File: src/rtl/can_txq_pkg.sv
package can_txq_pkg;
  typedef struct packed {
    logic push;    // store host word at queue tail
    logic pop;     // release queue head
    logic hpLoad;  // fill urgent slot
    logic hpTake;  // urgent slot handed to engine
  } txqStrobe_t;
endpackage

File: src/rtl/can_txq_dpath.sv
module can_txq_dpath
  import can_txq_pkg::*;
#(
  parameter int MSG_W = 32,
  parameter int DEPTH = 64,
  localparam int PTR_W = (DEPTH > 1) ? $clog2(DEPTH) : 1,
  localparam int CNT_W = $clog2(DEPTH + 1)
) (
  input  logic             clk,
  input  logic             rst,
  input  txqStrobe_t       st,
  input  logic [MSG_W-1:0] wrData,
  output logic [MSG_W-1:0] txData,
  output logic [CNT_W-1:0] fifoCount,
  output logic             fifoFull,
  output logic             fifoEmpty,
  output logic             hpValid
);
  logic [MSG_W-1:0] mem [DEPTH];
  logic [MSG_W-1:0] hpWord;
  logic [PTR_W-1:0] wrPtr, rdPtr;
  logic [CNT_W-1:0] count;

  function automatic logic [PTR_W-1:0] nextPtr(input logic [PTR_W-1:0] p);
    return (p == PTR_W'(DEPTH - 1)) ? '0 : p + 1'b1;
  endfunction

  always_ff @(posedge clk) begin
    if (st.push) mem[wrPtr] <= wrData;
  end

  always_ff @(posedge clk) begin
    if (rst) begin
      wrPtr <= '0;
      rdPtr <= '0;
      count <= '0;
    end else begin
      if (st.push) wrPtr <= nextPtr(wrPtr);
      if (st.pop)  rdPtr <= nextPtr(rdPtr);
      case ({st.push, st.pop})
        2'b10:   count <= count + 1'b1;
        2'b01:   count <= count - 1'b1;
        default: count <= count;
      endcase
    end
  end

  always_ff @(posedge clk) begin
    if (rst) begin
      hpValid <= 1'b0;
      hpWord  <= '0;
    end else if (st.hpLoad) begin
      hpValid <= 1'b1;
      hpWord  <= wrData;
    end else if (st.hpTake) begin
      hpValid <= 1'b0;
    end
  end

  assign fifoCount = count;
  assign fifoFull  = (count == CNT_W'(DEPTH));
  assign fifoEmpty = (count == '0);
  assign txData    = hpValid ? hpWord : mem[rdPtr];

  a_r5_count_bound: assert property (@(posedge clk) disable iff (rst)
    count <= CNT_W'(DEPTH));
  a_r3_count_up: assert property (@(posedge clk) disable iff (rst)
    st.push && !st.pop |=> count == $past(count) + 1'b1);
  a_r3_count_down: assert property (@(posedge clk) disable iff (rst)
    st.pop && !st.push |=> count == $past(count) - 1'b1);
  a_r2_take_frees: assert property (@(posedge clk) disable iff (rst)
    st.hpTake |=> !hpValid);
endmodule

File: src/rtl/can_txq_ctrl.sv
module can_txq_ctrl
  import can_txq_pkg::*;
(
  input  logic       clk,
  input  logic       rst,
  input  logic       wrValid,
  input  logic       wrHigh,
  input  logic       ovfClear,
  input  logic       txAccept,
  input  logic       txDone,
  input  logic       fifoFull,
  input  logic       fifoEmpty,
  input  logic       hpValid,
  output logic       txReq,
  output logic       txFromHp,
  output logic       overflow,
  output txqStrobe_t st
);
  logic busy, curFromHp, accept, dropWr;

  assign txReq    = !busy && (hpValid || !fifoEmpty);
  assign txFromHp = hpValid;
  assign accept   = txReq && txAccept;
  assign dropWr   = wrValid && (wrHigh ? hpValid : fifoFull);

  always_comb begin
    st.push   = wrValid && !wrHigh && !fifoFull;
    st.hpLoad = wrValid && wrHigh && !hpValid;
    st.hpTake = accept && hpValid;
    st.pop    = busy && txDone && !curFromHp;
  end

  always_ff @(posedge clk) begin
    if (rst) begin
      busy      <= 1'b0;
      curFromHp <= 1'b0;
      overflow  <= 1'b0;
    end else begin
      if (accept) begin
        busy      <= 1'b1;
        curFromHp <= hpValid;
      end else if (busy && txDone) begin
        busy <= 1'b0;
      end
      if (dropWr)        overflow <= 1'b1;
      else if (ovfClear) overflow <= 1'b0;
    end
  end

  a_r4_no_abort: assert property (@(posedge clk) disable iff (rst)
    busy && !txDone |=> busy && !txReq);
  a_r3_pop_on_done: assert property (@(posedge clk) disable iff (rst)
    st.pop |-> txDone && !fifoEmpty);
  a_r6_ovf_sticky: assert property (@(posedge clk) disable iff (rst)
    overflow && !ovfClear |=> overflow);
  a_r6_drop_flags: assert property (@(posedge clk) disable iff (rst)
    dropWr |=> overflow);
endmodule

File: src/rtl/can_tx_queue.sv
module can_tx_queue
  import can_txq_pkg::*;
#(
  parameter int MSG_W = 32,
  parameter int DEPTH = 64,
  localparam int CNT_W = $clog2(DEPTH + 1)
) (
  input  logic             clk,
  input  logic             rst,
  input  logic             wrValid,
  input  logic             wrHigh,
  input  logic [MSG_W-1:0] wrData,
  input  logic             ovfClear,
  output logic             txReq,
  output logic [MSG_W-1:0] txData,
  output logic             txFromHp,
  input  logic             txAccept,
  input  logic             txDone,
  output logic [CNT_W-1:0] fifoCount,
  output logic             fifoFull,
  output logic             fifoEmpty,
  output logic             hpPending,
  output logic             overflow
);
  txqStrobe_t st;
  logic hpValid;

  can_txq_ctrl u_ctrl (
    .clk(clk), .rst(rst), .wrValid(wrValid), .wrHigh(wrHigh),
    .ovfClear(ovfClear), .txAccept(txAccept), .txDone(txDone),
    .fifoFull(fifoFull), .fifoEmpty(fifoEmpty), .hpValid(hpValid),
    .txReq(txReq), .txFromHp(txFromHp), .overflow(overflow), .st(st)
  );

  can_txq_dpath #(.MSG_W(MSG_W), .DEPTH(DEPTH)) u_dpath (
    .clk(clk), .rst(rst), .st(st), .wrData(wrData), .txData(txData),
    .fifoCount(fifoCount), .fifoFull(fifoFull), .fifoEmpty(fifoEmpty),
    .hpValid(hpValid)
  );

  assign hpPending = hpValid;

  a_r7_idle_empty_quiet: assert property (@(posedge clk) disable iff (rst)
    fifoEmpty && !hpPending |-> !txReq);
endmodule

File: config.mk
export PLATFORM = sky130hd
export DESIGN_NAME = can_tx_queue
export DESIGN_NICKNAME = d
export VERILOG_FILES = /design/src/rtl/can_txq_pkg.sv /design/src/rtl/can_txq_dpath.sv /design/src/rtl/can_txq_ctrl.sv /design/src/rtl/can_tx_queue.sv
export SDC_FILE = /design/constraint.sdc
export NUM_CORES = 2
export LEC_CHECK = 0
export BUFFER_PORTS_ARGS = -buffer_cell sky130_fd_sc_hd__buf_2
export CAP_MARGIN = 30
export CELL_PAD_IN_SITES_DETAIL_PLACEMENT = 0
export CELL_PAD_IN_SITES_GLOBAL_PLACEMENT = 2
export CORE_MARGIN = 2
export CORE_UTILIZATION = 50
export DETAILED_ROUTE_END_ITERATION = 12
export GPL_ROUTABILITY_DRIVEN = 1
export PLACE_DENSITY_LB_ADDON = 0.1
export SETUP_SLACK_MARGIN = 0.5
export SLEW_MARGIN = 40
export SYNTH_ARGS = -nofsm -noshare
export SYNTH_HDL_FRONTEND = slang
export SYNTH_SLANG_ARGS = --single-unit
File: constraint.sdc
create_clock -name clk -period 4.6 [get_ports clk]
set_input_delay 0.92 -clock clk [delete_from_list [all_inputs] [get_ports clk]]
set_output_delay 0.92 -clock clk [all_outputs]
set_load 0.05 [all_outputs]
==> impl_table.tex <==
\begin{tabular}{lr}
\hline
Metric & Value \\
\hline
\multicolumn{2}{l}{\textbf{Synthesis}} \\
\quad Post-synthesis cell area & 81,900 um2 \\
\quad Most instantiated flip-flop cell in the synthesis netlist & edfxtp\_1 \\
\quad Count of unique library cells instantiated by Yosys & 61 \\
\quad Basic-gate share of the synthesized area counting and, or, nand and nor cells & 0.0263 \\
\quad Sequential area share after synthesis & 0.766 \\
\quad Share of synthesized area spent on multiplexers & 0.142 \\
\quad Count of flip-flops with a built-in enable after synthesis & 2,048 \\
\quad Ys Warns & 0 \\
\quad Post-Synth Adder-Cell Area & 0.000764 \\
\quad Post-Syn Nets & 4,240 \\
\quad Main combinational cell family by area after synthesis & multiplexers \\
\quad Flip-flop and latch count after synthesis & 2,109 \\
\quad Share of synthesized registers carrying an async set or reset & 0 \\
\quad Area share of xor/xnor cells in the synthesized design & 0.00160 \\
\quad Compound-Gate Fraction of Synth Area & 0.0458 \\
\quad Syn\_area\_per\_cell & slightly below 20 um2 \\
\quad Number of instances in the synthesized netlist & 4,196 \\
\multicolumn{2}{l}{\textbf{Layout}} \\
\quad Non-filler instance count after layout & 6,993 \\
\quad Final nets & 4,685 \\
\quad Core Util, Final & 0.603 \\
\quad Synth-to-layout area growth & 19.8\% \\
\quad Fillers & roughly 12,000 \\
\quad Most common cell after layout, fill and taps aside & edfxtp\_1 \\
\quad Commonest non-fill, non-tap cells in the layout & edfxtp\_1 (2,048), mux2i\_1 (495), mux4\_2 (257) \\
\quad Fraction of layout instances using a drive strength above 1 & 0.296 \\
\multicolumn{2}{l}{\textbf{Global routing}} \\
\quad Via count of the first global-routing pass & 42,100 \\
\quad Global-route wire length before repair & around 330,000 um \\
\quad Number of antenna violations at the first check in global routing & 11 \\
\quad Maximum number of pins on one net before global-route repair & 99 \\
\quad Global-route total usage across every layer & 0.287 \\
\quad Total overflow reported by the global router & 0 \\
\multicolumn{2}{l}{\textbf{Setup path}} \\
\quad Critical path fanouts, max & 6 \\
\quad Type of destination of the critical path & output pin \\
\quad CP Data Required Time & 3680 ps \\
\quad Worst path most repeated cell & buf\_12 \\
\quad Cell with the largest stage delay on the worst path & dfxtp\_4 \\
\quad Arrival time at the worst endpoint & 3550 ps \\
\quad Crit path cell chain & buf\_12, buf\_12, buf\_8, buf\_12, buf\_4, buf\_12, mux4\_2, o21ai\_1, buf\_4, nand4\_1, nand3\_1, o41ai\_4, buf\_12 \\
\quad CP bufs+invs & 8 \\
\quad Kind of start point of the critical path & register \\
\quad Cell type group with the largest total delay on the critical path & buffers and inverters \\
\quad Largest stage delay, worst path & 360 ps \\
\quad Kind of critical path & reg2out \\
\multicolumn{2}{l}{\textbf{Placed design}} \\
\quad I/O Buffers & 83 \\
\quad Dpl hpwl & 135,000 um \\
\quad GPL Wtd Cong & 0.832 \\
\quad Placed cells & 6,484 \\
\quad Setup Slack @ Placement & 462 ps \\
\multicolumn{2}{l}{\textbf{STA}} \\
\quad Final worst-path cycle share & 0.971 \\
\quad Timing-limited maximum frequency & 224 MHz \\
\quad Final clock skew & between 20 and 30 ps \\
\quad Remaining max-slew budget at the tightest pin & 0.436 \\
\quad Max-slew violation count & 0 \\
\quad Setup repair after global routing missed its margin & true \\
\quad Number of failing setup endpoints in the final timing report & 0 \\
\quad Final critical delay including setup and external delays & 4470 ps \\
\quad Sum Neg Setup Slack & 0 ps \\
\quad Pin slew with the least headroom to its limit & 846 ps \\
\quad Worst setup margin & approximately 130 ps \\
\quad Number of hold-slack violations in the final timing report & 0 \\
\multicolumn{2}{l}{\textbf{Clock network}} \\
\quad Number of buffers on the longest clock path & 3 \\
\quad CTS Root Buffer Type & clkbuf\_16 \\
\quad Number of H-tree levels & 4 \\
\quad Clock transition at the register clock pins on the worst setup and hold paths after CTS & $\sim$60 ps \\
\quad Hold buffers post-CTS & 0 \\
\quad Clk sink count & $\sim$2,100 \\
\quad Number of buffers created by CTS & 210 \\
\quad Insertion delay to the later sink of the worst-skew pair & 850 ps \\
\quad Clock tree from TritonCTS & built \\
\multicolumn{2}{l}{\textbf{Power and ir drop}} \\
\quad Max VDD drop & 377 uV \\
\quad Power per unit of standard cell area & 399 nW/um2 \\
\quad Reported leakage power & 30.0 nW \\
\quad Final total power & $\sim$39 mW \\
\multicolumn{2}{l}{\textbf{Die}} \\
\quad Total I/O pin count & 84 \\
\quad Starting density of the core & 0.503 \\
\quad Chip Height & 409 um \\
\quad X dimension of the die & a little over 400 um \\
\quad Cell Rows & 148 \\
\quad Die area & 167,000 um2 \\
\quad Area of the core region & 163,000 um2 \\
\multicolumn{2}{l}{\textbf{Drt}} \\
\quad Number of nets with antenna violations after detailed routing & 0 \\
\quad Total number of vias & 44,000 \\
\quad DRC marker count from the first detailed-route iteration & 5,571 \\
\quad Wirelength per Cell & 34.6 um \\
\quad Number of design rule violations left after detail routing & 0 \\
\quad Final routed wirelength across all metal layers & 242,000 um \\
\quad Vias per Instance & approximately 6.3 \\
\quad Drt first pass iters & 5 \\
\multicolumn{2}{l}{\textbf{Run status}} \\
\quad Run status & finished clean \\
\multicolumn{2}{l}{\textbf{Job}} \\
\quad Total of max-cap violations & 0 \\
\multicolumn{2}{l}{\textbf{Worst hold path}} \\
\quad Hold Crit Class & in2reg \\
\hline
\end{tabular}
flip-flops by register name, summed over array words and instances (netlist names), named ones only:
signal / flops
u_dpath.mem: 2048
u_ctrl.overflow: 1
u_ctrl.busy: 1
u_dpath.hpValid: 1
u_dpath.wrPtr: 6
u_ctrl.curFromHp: 1
u_dpath.rdPtr: 6
u_dpath.fifoCount: 7
u_dpath.hpWord: 32
worst min-delay path: stages:
cell and delay [ps]:
buf_2 110, a21oi_1 60, nor2_1 70
metrics by stage:
stage	hold slack [ps]	instance area, um2
after floorplan	436	81900
after global placement	448	87600
after detailed placement	455	87700
after CTS	311	96900
after global routing	347	98100
final	356	98100
cell usage after synthesis, types with 33 or more instances:
library cell / number / area [um2]
a21oi_1: 77 / 385
a221oi_1: 63 / 552
a22oi_1: 65 / 488
buf_2: 88 / 440
buf_4: 47 / 353
clkbuf_1: 97 / 364
dfxtp_1: 61 / 1220
edfxtp_1: 2048 / 61500
mux2_2: 64 / 721
mux2i_1: 514 / 5140
mux4_2: 257 / 5790
nand2_1: 92 / 345
nand2b_1: 37 / 231
nand3_1: 39 / 195
nand4_1: 33 / 206
nor2_1: 186 / 698
nor2b_1: 38 / 238
o21ai_1: 57 / 285
o22ai_1: 129 / 807
power breakdown:
| part | internal (mW) | leakage, nW | switching, mW |
|---|---|---|---|
| registers | 21.1 | 18.9 | 0.0436 |
| clock network | 9.26 | 3.21 | 7.15 |
| logic | 0.490 | 7.83 | 1.14 |
| total | 30.9 | 30.0 | 8.33 |
cell families (layout without fill, tap and decap cells):
| group | count (synthesis) | in the layout |
|---|---|---|
| flops | 2109 | 2109 |
| mux | 835 | 835 |
| compound gates | 516 | 516 |
| simple gates | 453 | 455 |
| buf+inv | 263 | 880 |
| xor+xnor | 15 | 15 |
| fa+ha+maj | 5 | 5 |
| other cells | 0 | 3 |
routing by layer:
layer	vias to the layer above	global-route usage	wire length, um
li1	18100	-	-
met1	23600	0.437	105000
met2	1984	0.429	111000
met3	290	0.0542	20800
met4	2	0.0700	5770
met5	-	0	13
worst paths after layout:
kind / startpoint / endpoint / slack (ps) / cells past startpoint
setup / recovery: register / txData[28] / 130 / 13
hold / removal: wrValid / u_ctrl.overflow / 360 / 3
setup reg to reg: u_dpath.fifoCount[1] / u_dpath.mem[0][19] / 1090 / 7
hold reg to reg: u_dpath.hpWord[31] / u_dpath.hpWord[31] / 460 / 2
timing repair:
item | in CTS | in global routing
gates resized for setup | 283 | 140
pin swaps | 34 | 44
gates cloned | 23 | 11
setup buffers | 59 | 25
endpoints found under the setup margin | 32 | 32
layout make-up:
class                      instances  area, um2  area share
antenna                            3       7.51   0.0000765
sequential                      2109      62700       0.639
multi-input combinational       1826      20000       0.204
tap                             2175       2720      0.0277
inverter                           6       22.5    0.000230
clock buffer                     266       5580      0.0569
timing repair buffer             488       6110      0.0623
clock inverter                   120        946     0.00964
(Power assumes the default switching activity.)
